==> config.mk <==
export PLATFORM = sky130hd
export DESIGN_NAME = cpu16_core
export DESIGN_NICKNAME = d
export VERILOG_FILES = /design/src/rtl/cpu16_pkg.sv /design/src/rtl/cpu16_alu.sv /design/src/rtl/cpu16_regfile.sv /design/src/rtl/cpu16_mem.sv /design/src/rtl/cpu16_ctrl.sv /design/src/rtl/cpu16_core.sv
export SDC_FILE = /design/constraint.sdc
export NUM_CORES = 2
export LEC_CHECK = 0
export BUFFER_PORTS_ARGS = -buffer_cell sky130_fd_sc_hd__buf_4
export CAP_MARGIN = 20
export CORE_MARGIN = 1
export CORE_UTILIZATION = 40
export DETAILED_ROUTE_END_ITERATION = 8
export MAX_ROUTING_LAYER = met4
export SETUP_SLACK_MARGIN = 0.02
export SLEW_MARGIN = 5
export SYNTH_ARGS = -nofsm -noshare
export SYNTH_HDL_FRONTEND = slang
export SYNTH_SLANG_ARGS = --single-unit
==> constraint.sdc <==
create_clock -name clk -period 5.6 [get_ports clk]
set_clock_uncertainty 0.2 [all_clocks]
set_input_delay 0.28 -clock clk [delete_from_list [all_inputs] [get_ports clk]]
set_output_delay 0.28 -clock clk [all_outputs]
set_load 0.1 [all_outputs]
==> src/rtl/cpu16_pkg.sv <==
package cpu16_pkg;

   localparam int WORD_W = 16;
   localparam int VAL_W  = 6;
   localparam int RSEL_W = 2;
   localparam int STEP_W = 3;

   localparam logic [2:0] OP_COPY = 3'b000;
   localparam logic [2:0] OP_ADD  = 3'b001;
   localparam logic [2:0] OP_BPOS = 3'b110;
   localparam logic [2:0] OP_STOP = 3'b111;

   typedef struct packed {
      logic [2:0]        op;
      logic [1:0]        smode;
      logic [RSEL_W-1:0] sreg;
      logic              dmode;
      logic [RSEL_W-1:0] dreg;
      logic [VAL_W-1:0]  val;
   } instr_t;

   typedef struct packed {
      logic n;
      logic z;
      logic v;
      logic c;
   } flags_t;

   typedef enum logic {ALU_PASS, ALU_ADD} alu_op_e;

   typedef enum logic [1:0] {MAR_HOLD, MAR_PC, MAR_REG, MAR_VAL} mar_sel_e;

   typedef struct packed {
      mar_sel_e mar_sel;
      logic     pc_inc;
      logic     pc_br;
      logic     mdr_ld;
      logic     ir_ld;
      logic     tmp_ld;
      logic     use_tmp;
      logic     reg_we;
      logic     mem_we;
      logic     flag_we;
      logic     step_clr;
      logic     stop_set;
      alu_op_e  alu_op;
   } ctl_t;

   // Default image: sums five words, then exercises flags, branches and a
   // memory destination before stopping.
   function automatic logic [64*WORD_W-1:0] demo_image();
      logic [WORD_W-1:0]   w [64];
      logic [64*WORD_W-1:0] img;
      for (int i = 0; i < 64; i++) w[i] = '0;
      w[0]  = 16'h1868;  w[1]  = 16'h1098;  w[2]  = 16'h1000;
      w[3]  = 16'h2C00;  w[4]  = 16'h3081;  w[5]  = 16'h307F;
      w[6]  = 16'hC03C;  w[7]  = 16'h012F;  w[8]  = 16'h18E9;
      w[9]  = 16'h30C1;  w[10] = 16'hC001;  w[11] = 16'h26C0;
      w[12] = 16'hC001;  w[13] = 16'h107E;  w[14] = 16'h232F;
      w[15] = 16'hC001;  w[16] = 16'h1087;  w[17] = 16'hE000;
      w[18] = 16'h1089;
      w[24] = 16'h0003;  w[25] = 16'h0007;  w[26] = 16'h0100;
      w[27] = 16'hFFFF;  w[28] = 16'h0020;
      w[40] = 16'h0005;  w[41] = 16'h7FFF;
      for (int i = 0; i < 64; i++) img[i*WORD_W +: WORD_W] = w[i];
      return img;
   endfunction

endpackage

==> src/rtl/cpu16_alu.sv <==
module cpu16_alu
   import cpu16_pkg::*;
#(
   parameter int DATA_W = 16
) (
   input  alu_op_e           op,
   input  logic [DATA_W-1:0] a,
   input  logic [DATA_W-1:0] b,
   output logic [DATA_W-1:0] y,
   output flags_t            fl
);

   logic [DATA_W:0] sum;

   always_comb begin
      sum = {1'b0, a} + {1'b0, b};
      fl  = '0;
      if (op == ALU_ADD) begin
         y    = sum[DATA_W-1:0];
         fl.c = sum[DATA_W];
         fl.v = (a[DATA_W-1] == b[DATA_W-1]) && (y[DATA_W-1] != a[DATA_W-1]);
      end else begin
         y = a;
      end
      fl.n = y[DATA_W-1];
      fl.z = (y == '0);
   end

endmodule

==> src/rtl/cpu16_regfile.sv <==
module cpu16_regfile #(
   parameter int DATA_W = 16,
   parameter int NREGS  = 4,
   localparam int SEL_W = $clog2(NREGS)
) (
   input  logic                    clk,
   input  logic                    rst_n,
   input  logic                    we,
   input  logic [SEL_W-1:0]        wsel,
   input  logic [DATA_W-1:0]       wdata,
   input  logic [SEL_W-1:0]        rsel_a,
   output logic [DATA_W-1:0]       rdata_a,
   input  logic [SEL_W-1:0]        rsel_b,
   output logic [DATA_W-1:0]       rdata_b,
   output logic [NREGS*DATA_W-1:0] dump
);

   logic [NREGS-1:0][DATA_W-1:0] rows;

   always_ff @(posedge clk or negedge rst_n) begin
      if (!rst_n) begin
         rows <= '0;
      end else begin
         for (int i = 0; i < NREGS; i++) begin
            if (we && (int'(wsel) == i)) rows[i] <= wdata;
         end
      end
   end

   assign rdata_a = rows[rsel_a];
   assign rdata_b = rows[rsel_b];
   assign dump    = rows;

endmodule

==> src/rtl/cpu16_mem.sv <==
module cpu16_mem #(
   parameter int ADDR_W = 6,
   parameter int DATA_W = 16,
   localparam int DEPTH = 1 << ADDR_W,
   parameter logic [DEPTH*DATA_W-1:0] IMAGE = '0
) (
   input  logic              clk,
   input  logic              rst_n,
   input  logic              we,
   input  logic [ADDR_W-1:0] addr,
   input  logic [DATA_W-1:0] wdata,
   output logic [DATA_W-1:0] rdata,
   input  logic [ADDR_W-1:0] dbg_addr,
   output logic [DATA_W-1:0] dbg_data
);

   logic [DATA_W-1:0] cells [DEPTH];

   always_ff @(posedge clk or negedge rst_n) begin
      if (!rst_n) begin
         for (int i = 0; i < DEPTH; i++) cells[i] <= IMAGE[i*DATA_W +: DATA_W];
      end else if (we) begin
         cells[addr] <= wdata;
      end
   end

   assign rdata    = cells[addr];
   assign dbg_data = cells[dbg_addr];

endmodule

==> src/rtl/cpu16_ctrl.sv <==
module cpu16_ctrl
   import cpu16_pkg::*;
(
   input  logic [STEP_W-1:0] step,
   input  instr_t            ins,
   input  logic              gt_zero,
   input  logic              stop,
   output ctl_t              ctl
);

   logic              src_mem;
   logic [STEP_W-1:0] ex0;

   always_comb begin
      src_mem = ins.smode[0];
      ex0     = src_mem ? STEP_W'(5) : STEP_W'(3);
      ctl     = '0;
      if (stop) begin
         ctl = '0;
      end else if (step == STEP_W'(0)) begin
         ctl.mar_sel = MAR_PC;
         ctl.pc_inc  = 1'b1;
      end else if (step == STEP_W'(1)) begin
         ctl.mdr_ld = 1'b1;
      end else if (step == STEP_W'(2)) begin
         ctl.ir_ld = 1'b1;
      end else begin
         case (ins.op)
            OP_COPY, OP_ADD: begin
               ctl.alu_op = (ins.op == OP_ADD) ? ALU_ADD : ALU_PASS;
               if (src_mem && step == STEP_W'(3)) begin
                  ctl.mar_sel = ins.smode[1] ? MAR_VAL : MAR_REG;
               end else if (src_mem && step == STEP_W'(4)) begin
                  ctl.mdr_ld = 1'b1;
               end else if (!ins.dmode) begin
                  if (step == ex0) begin
                     ctl.reg_we   = 1'b1;
                     ctl.flag_we  = 1'b1;
                     ctl.step_clr = 1'b1;
                  end
               end else begin
                  if (step == ex0) begin
                     ctl.mar_sel = MAR_VAL;
                     ctl.tmp_ld  = 1'b1;
                  end else if (step == ex0 + STEP_W'(1)) begin
                     ctl.mdr_ld = 1'b1;
                  end else if (step == ex0 + STEP_W'(2)) begin
                     ctl.use_tmp  = 1'b1;
                     ctl.mem_we   = 1'b1;
                     ctl.flag_we  = 1'b1;
                     ctl.step_clr = 1'b1;
                  end
               end
            end
            OP_BPOS: begin
               ctl.pc_br    = gt_zero;
               ctl.step_clr = 1'b1;
            end
            OP_STOP: begin
               ctl.stop_set = 1'b1;
               ctl.step_clr = 1'b1;
            end
            default: ctl.step_clr = 1'b1;
         endcase
      end
   end

endmodule

==> src/rtl/cpu16_core.sv <==
module cpu16_core
   import cpu16_pkg::*;
#(
   parameter int DATA_W   = 16,
   parameter int ADDR_W   = 6,
   parameter int NREGS    = 4,
   parameter bit SEXT_IMM = 1'b1,
   localparam int DEPTH   = 1 << ADDR_W,
   parameter logic [DEPTH*DATA_W-1:0] IMAGE = demo_image()
) (
   input  logic                    clk,
   input  logic                    rst_n,
   output logic                    halted,
   output logic [ADDR_W-1:0]       dbg_pc,
   output logic [WORD_W-1:0]       dbg_ir,
   output logic [3:0]              dbg_flags,
   output logic [NREGS*DATA_W-1:0] dbg_regs,
   input  logic [ADDR_W-1:0]       dbg_addr,
   output logic [DATA_W-1:0]       dbg_data
);

   if (DATA_W != WORD_W) begin : g_bad_width
      $error("DATA_W must equal the instruction word width");
   end
   if (ADDR_W > VAL_W || ADDR_W < 2) begin : g_bad_addr
      $error("ADDR_W must lie between 2 and the value field width");
   end
   if (NREGS != (1 << RSEL_W)) begin : g_bad_regs
      $error("NREGS must match the register select field");
   end

   logic [ADDR_W-1:0] pc_q, mar_q;
   logic [DATA_W-1:0] mdr_q, tmp_q;
   logic [WORD_W-1:0] ir_q;
   logic [STEP_W-1:0] step_q;
   flags_t            flags_q, alu_fl;
   logic              stop_q;
   instr_t            ins;
   ctl_t              ctl;
   logic [DATA_W-1:0] rd_a, rd_b, imm_ext, opnd, alu_a, alu_b, alu_y, mem_rd;

   assign ins = instr_t'(ir_q);

   if (SEXT_IMM) begin : g_sext
      assign imm_ext = {{(DATA_W-VAL_W){ins.val[VAL_W-1]}}, ins.val};
   end else begin : g_zext
      assign imm_ext = {{(DATA_W-VAL_W){1'b0}}, ins.val};
   end

   always_comb begin
      case (ins.smode)
         2'b00:   opnd = rd_a;
         2'b10:   opnd = imm_ext;
         default: opnd = mdr_q;
      endcase
   end

   assign alu_a = ctl.use_tmp ? tmp_q : opnd;
   assign alu_b = ctl.use_tmp ? mdr_q : rd_b;

   cpu16_ctrl u_ctrl (
      .step    (step_q),
      .ins     (ins),
      .gt_zero (!flags_q.n && !flags_q.z),
      .stop    (stop_q),
      .ctl     (ctl)
   );

   cpu16_alu #(.DATA_W(DATA_W)) u_alu (
      .op (ctl.alu_op),
      .a  (alu_a),
      .b  (alu_b),
      .y  (alu_y),
      .fl (alu_fl)
   );

   cpu16_regfile #(.DATA_W(DATA_W), .NREGS(NREGS)) u_regs (
      .clk     (clk),
      .rst_n   (rst_n),
      .we      (ctl.reg_we),
      .wsel    (ins.dreg),
      .wdata   (alu_y),
      .rsel_a  (ins.sreg),
      .rdata_a (rd_a),
      .rsel_b  (ins.dreg),
      .rdata_b (rd_b),
      .dump    (dbg_regs)
   );

   cpu16_mem #(.ADDR_W(ADDR_W), .DATA_W(DATA_W), .IMAGE(IMAGE)) u_mem (
      .clk      (clk),
      .rst_n    (rst_n),
      .we       (ctl.mem_we),
      .addr     (mar_q),
      .wdata    (alu_y),
      .rdata    (mem_rd),
      .dbg_addr (dbg_addr),
      .dbg_data (dbg_data)
   );

   always_ff @(posedge clk or negedge rst_n) begin
      if (!rst_n) begin
         pc_q    <= '0;
         mar_q   <= '0;
         mdr_q   <= '0;
         ir_q    <= '0;
         tmp_q   <= '0;
         flags_q <= '0;
         step_q  <= '0;
         stop_q  <= 1'b0;
      end else begin
         if (ctl.pc_inc) pc_q <= pc_q + ADDR_W'(1);
         // adding the low bits of the value equals a sign-extended add modulo the memory size
         else if (ctl.pc_br) pc_q <= pc_q + ins.val[ADDR_W-1:0];
         case (ctl.mar_sel)
            MAR_PC:  mar_q <= pc_q;
            MAR_REG: mar_q <= rd_a[ADDR_W-1:0];
            MAR_VAL: mar_q <= ins.val[ADDR_W-1:0];
            default: mar_q <= mar_q;
         endcase
         if (ctl.mdr_ld)   mdr_q   <= mem_rd;
         if (ctl.ir_ld)    ir_q    <= mdr_q;
         if (ctl.tmp_ld)   tmp_q   <= opnd;
         if (ctl.flag_we)  flags_q <= alu_fl;
         if (ctl.stop_set) stop_q  <= 1'b1;
         if (!stop_q) step_q <= ctl.step_clr ? '0 : step_q + STEP_W'(1);
      end
   end

   assign halted    = stop_q;
   assign dbg_pc    = pc_q;
   assign dbg_ir    = ir_q;
   assign dbg_flags = flags_q;

endmodule

==> run summary <==
number of remaining DRC errors: 44
uppermost signal routing layer after detailed routing: met4
DR vias/cell: 6.33
tightest slew margin relative to the limit: 17.3%
arrival time at the worst endpoint: 5700 ps
number of endpoints failing setup at the final stage: 0
Slew Limit Fails: 0
Die Y-Extent: 383 um
count of antenna-violating nets left after detailed routing: 0
combined global-route utilization of all metal layers: 29.4%
CP Max Fanout: 68
async set or reset register ratio after synthesis: 100%
Highest Clock Rate: 190 MHz
routed length on met2: 93.0 mm
DPL Wire Length: 134 mm
Sinks on Clock Net: 1156
count of flip-flops with a built-in enable after synthesis: 0
vias: 47500
starting utilization of the core area: 40.4%
share of post-route cells with drive strength above 1: 19.6%
net count of the mapped netlist: 5658
sequential share of the synthesized area: 50.0%
average cell area after synthesis: 10.3 um^2
number of fill cells in the layout: 13300
number of cells on the worst reg-to-reg path: 20
area used by multi-input combinational logic: 27000 um^2
I/O pins: 115
count of standard-cell rows: 139
length of the first detailed-routing pass in iterations: 8
final hold vios: 1
core outline area: 144000 um^2
TritonCTS clock tree: done
met1 WL: 86.8 mm
first-pass GRT wire length: 311 mm
result of the run: finished with violations
Final GP Congestion: 0.918
Max-cap violations: 0
worst vdd rail ir drop: 0.000244 V
critical path class: flip-flop to flip-flop
buffers inserted during post-CTS setup optimization: 0
final worst-path cycle share: 93.9%
remaining global-route overflow: 0
clock transition at the registers of the reported paths: 60 ps
via count of the first global-routing pass: 44600
placement-stage worst setup slack: 370 ps
post-layout minimum cycle time: 5260 ps
Worst Slack Setup Final: 343 ps
endpoint of the most critical register-to-register path: u_mem.cells[172]
pin count of the biggest net entering global routing: 192
violated checks: design-rule violations, negative hold slack
die width: 383 um
later-pin clock latency in the skew report: 770 ps
power after layout: 0.0176 W
Synth cell types: 74
per-cell routed wire length: 28.1 um
clock root buffer: clkbuf_16
area of the mapped netlist: 58200 um^2
power density cells: 266 nW/um^2
count of mapped cells out of synthesis: 5622
nature of the critical path startpoint: flip-flop
Yosys Warn Count: 0
Req. time, crit path: 6040 ps
type of the worst min-delay path: primary input to async pin
met3 WL: 21.2 mm
number of buffers inserted during clock tree synthesis: 120
iteration-0 DRC count of the detailed router: 5805
flop-to-flop setup slack: 340 ps
actual slew at the worst max-slew pin: 1240 ps
Lkg Pwr: 26.6 nW
flip-flop and latch area: 29100 um^2
maximum level of the CTS H-tree: 3
area enclosed by the die boundary: 147000 um^2
antenna violations before repair: 6
PortBufs: 114
type of element capturing the critical path: flip-flop
reg-to-reg critical path startpoint: step_q[0]
worst-case clock buffer depth: 3
top_reg_cell synth: dfrtp_1
minimum hold slack: -6.44 ps
P&R area growth vs syn: 13.7%
wirelength, routed: 211 mm
Synth Register Bits: 1156
final net count: 5518
-- placed cells by master (no fill, tap or decap), drive strengths merged, types with 8 or more instances in the layout --
master,instances
nand2,1188
nor3,12
a31oi,83
nor2,201
a22o,78
clkbuf,173
mux2i,18
inv,32
mux2,31
dfstp,131
ha,26
nand3,14
clkinv,30
buf,305
a221oi,79
mux4,366
bufinv,20
o21ai,1047
a21o,8
o31ai,15
xnor2,8
a22oi,376
nor4,16
diode,11
dfrtp,1025
a21oi,140
nor3b,9
nand4,66
-- timing repair --
| action | 4_1_cts | 5_1_grt |
|---|---|---|
| hold buffers | 1 | 0 |
| endpoints found under the setup margin | 0 | 59 |
| resized for setup | 0 | 1 |
| hold endpoints to repair | 287 | 0 |
-- power breakdown --
part | internal (W) | leakage, nW | switching (W) | total, W
registers | 0.00836 | 15.6 | 0 | 0.00836
clock network | 0.00524 | 2.14 | 0.00357 | 0.00881
logic | 0.000126 | 8.82 | 0.000325 | 0.000451
-- state kept, by name (all words and copies together), names as in the netlist --
signal	flops
u_mem.cells	1024
dbg_flags	4
mdr_q	16
tmp_q	16
u_regs.dump	64
dbg_ir	16
halted	1
step_q	3
dbg_pc	6
mar_q	6
-- cells in the mapped netlist, drive strengths merged (2+ instances only) --
cell type	n	area, um^2
a2111o	2	22.5
a21o	8	60.1
a21oi	140	742
a221oi	79	709
a22o	78	683
a22oi	376	2820
a2bb2oi	2	17.5
a31oi	83	519
a41oi	7	61.3
and2	4	25.0
and3	6	42.5
buf	104	473
clkbuf	465	1750
dfrtp	1025	25600
dfstp	131	3440
fa	2	40.0
ha	26	325
inv	29	109
mux2	31	349
mux2i	18	188
mux4	366	8240
nand2	1188	4460
nand2b	2	12.5
nand3	14	70.1
nand3b	3	22.5
nand4	66	413
nor2	200	753
nor2b	7	43.8
nor3	12	65.1
nor3b	9	72.6
nor4	16	100
nor4b	2	17.5
o2111ai	7	61.3
o211ai	6	45.0
o21ai	1047	5240
o22ai	3	18.8
o31ai	15	123
or2	6	37.5
or3	5	31.3
or3b	2	17.5
xnor2	8	70.1
xor2	5	43.8
-- metal layers --
| layer | vias to the layer above | GRT usage [%] |
|---|---|---|
| li1 | 20300 | - |
| met1 | 24000 | 40.4 |
| met2 | 2694 | 42.2 |
| met3 | 457 | 6.32 |
| met4 | 0 | 11.8 |
| met5 | - | - |
-- metrics by stage --
stage	TNS (ps)	hold WS [ps]	util, %	area (um^2)	std cells
after floorplan	0	-216	-	58200	5622
final	0	-6.44	45.9	66200	7502
after global placement	0	161	42.5	61200	7238
after detailed placement	0	162	42.6	61400	7245
after global routing	-30.6	90.7	45.9	66100	7497
after CTS	0	31.0	45.6	65700	7474
-- cell families (layout without fill, tap and decap cells) --
group                    Yosys count  count (layout)  synth area share [%]
AND/OR/NAND/NOR                 1547            1548                  10.7
adder cells (fa/ha/maj)           28              28                 0.628
buffers and inverters            598             563                  4.00
flip-flops                      1156            1156                  50.0
multiplexers                     415             415                  15.1
other                              0              11                     0
AO/OA/AOI/OAI                   1865            1865                  19.3
XOR/XNOR                          13              13                 0.196
-- area by class of cell --
type / instances / area share, %
clock inverter: 55 / 1.29
tap: 1903 / 3.60
inverter: 29 / 0.165
timing repair buffer: 306 / 4.82
sequential: 1156 / 44.0
clock buffer: 173 / 5.26
multi-input combinational: 3869 / 40.8
antenna: 11 / 0.0416
-- how the worst max path moves through the flow --
stage / start / to / slack [ps] / cells after the start
after detailed placement: step_q[2] / u_mem.cells[959] / 370 / 18
after global routing: step_q[0] / u_mem.cells[383] / -20 / 17
final: step_q[0] / u_mem.cells[172] / 340 / 20
after floorplan: dbg_ir[6] / u_mem.cells[12] / 370 / 17
after CTS: step_q[0] / u_mem.cells[959] / 340 / 18
after global placement: step_q[0] / u_mem.cells[959] / 410 / 18
-- worst max-delay path, stage by stage, from the launching register on --
cell      delay [ps]
dfrtp_1          470
inv_1            160
ha_1             310
nor4bb_1          90
buf_4            170
o211a_4          310
buf_4            240
o31ai_2          400
ha_1             240
inv_1             60
fa_1             450
nand2b_1         180
a21oi_1          230
o21ai_1          200
o211ai_1         230
a31oi_1          120
or3_1            320
nand2_1          130
a21oi_4           50
buf_12           200
o21ai_0          250
Power figures use the tool's default switching activity.
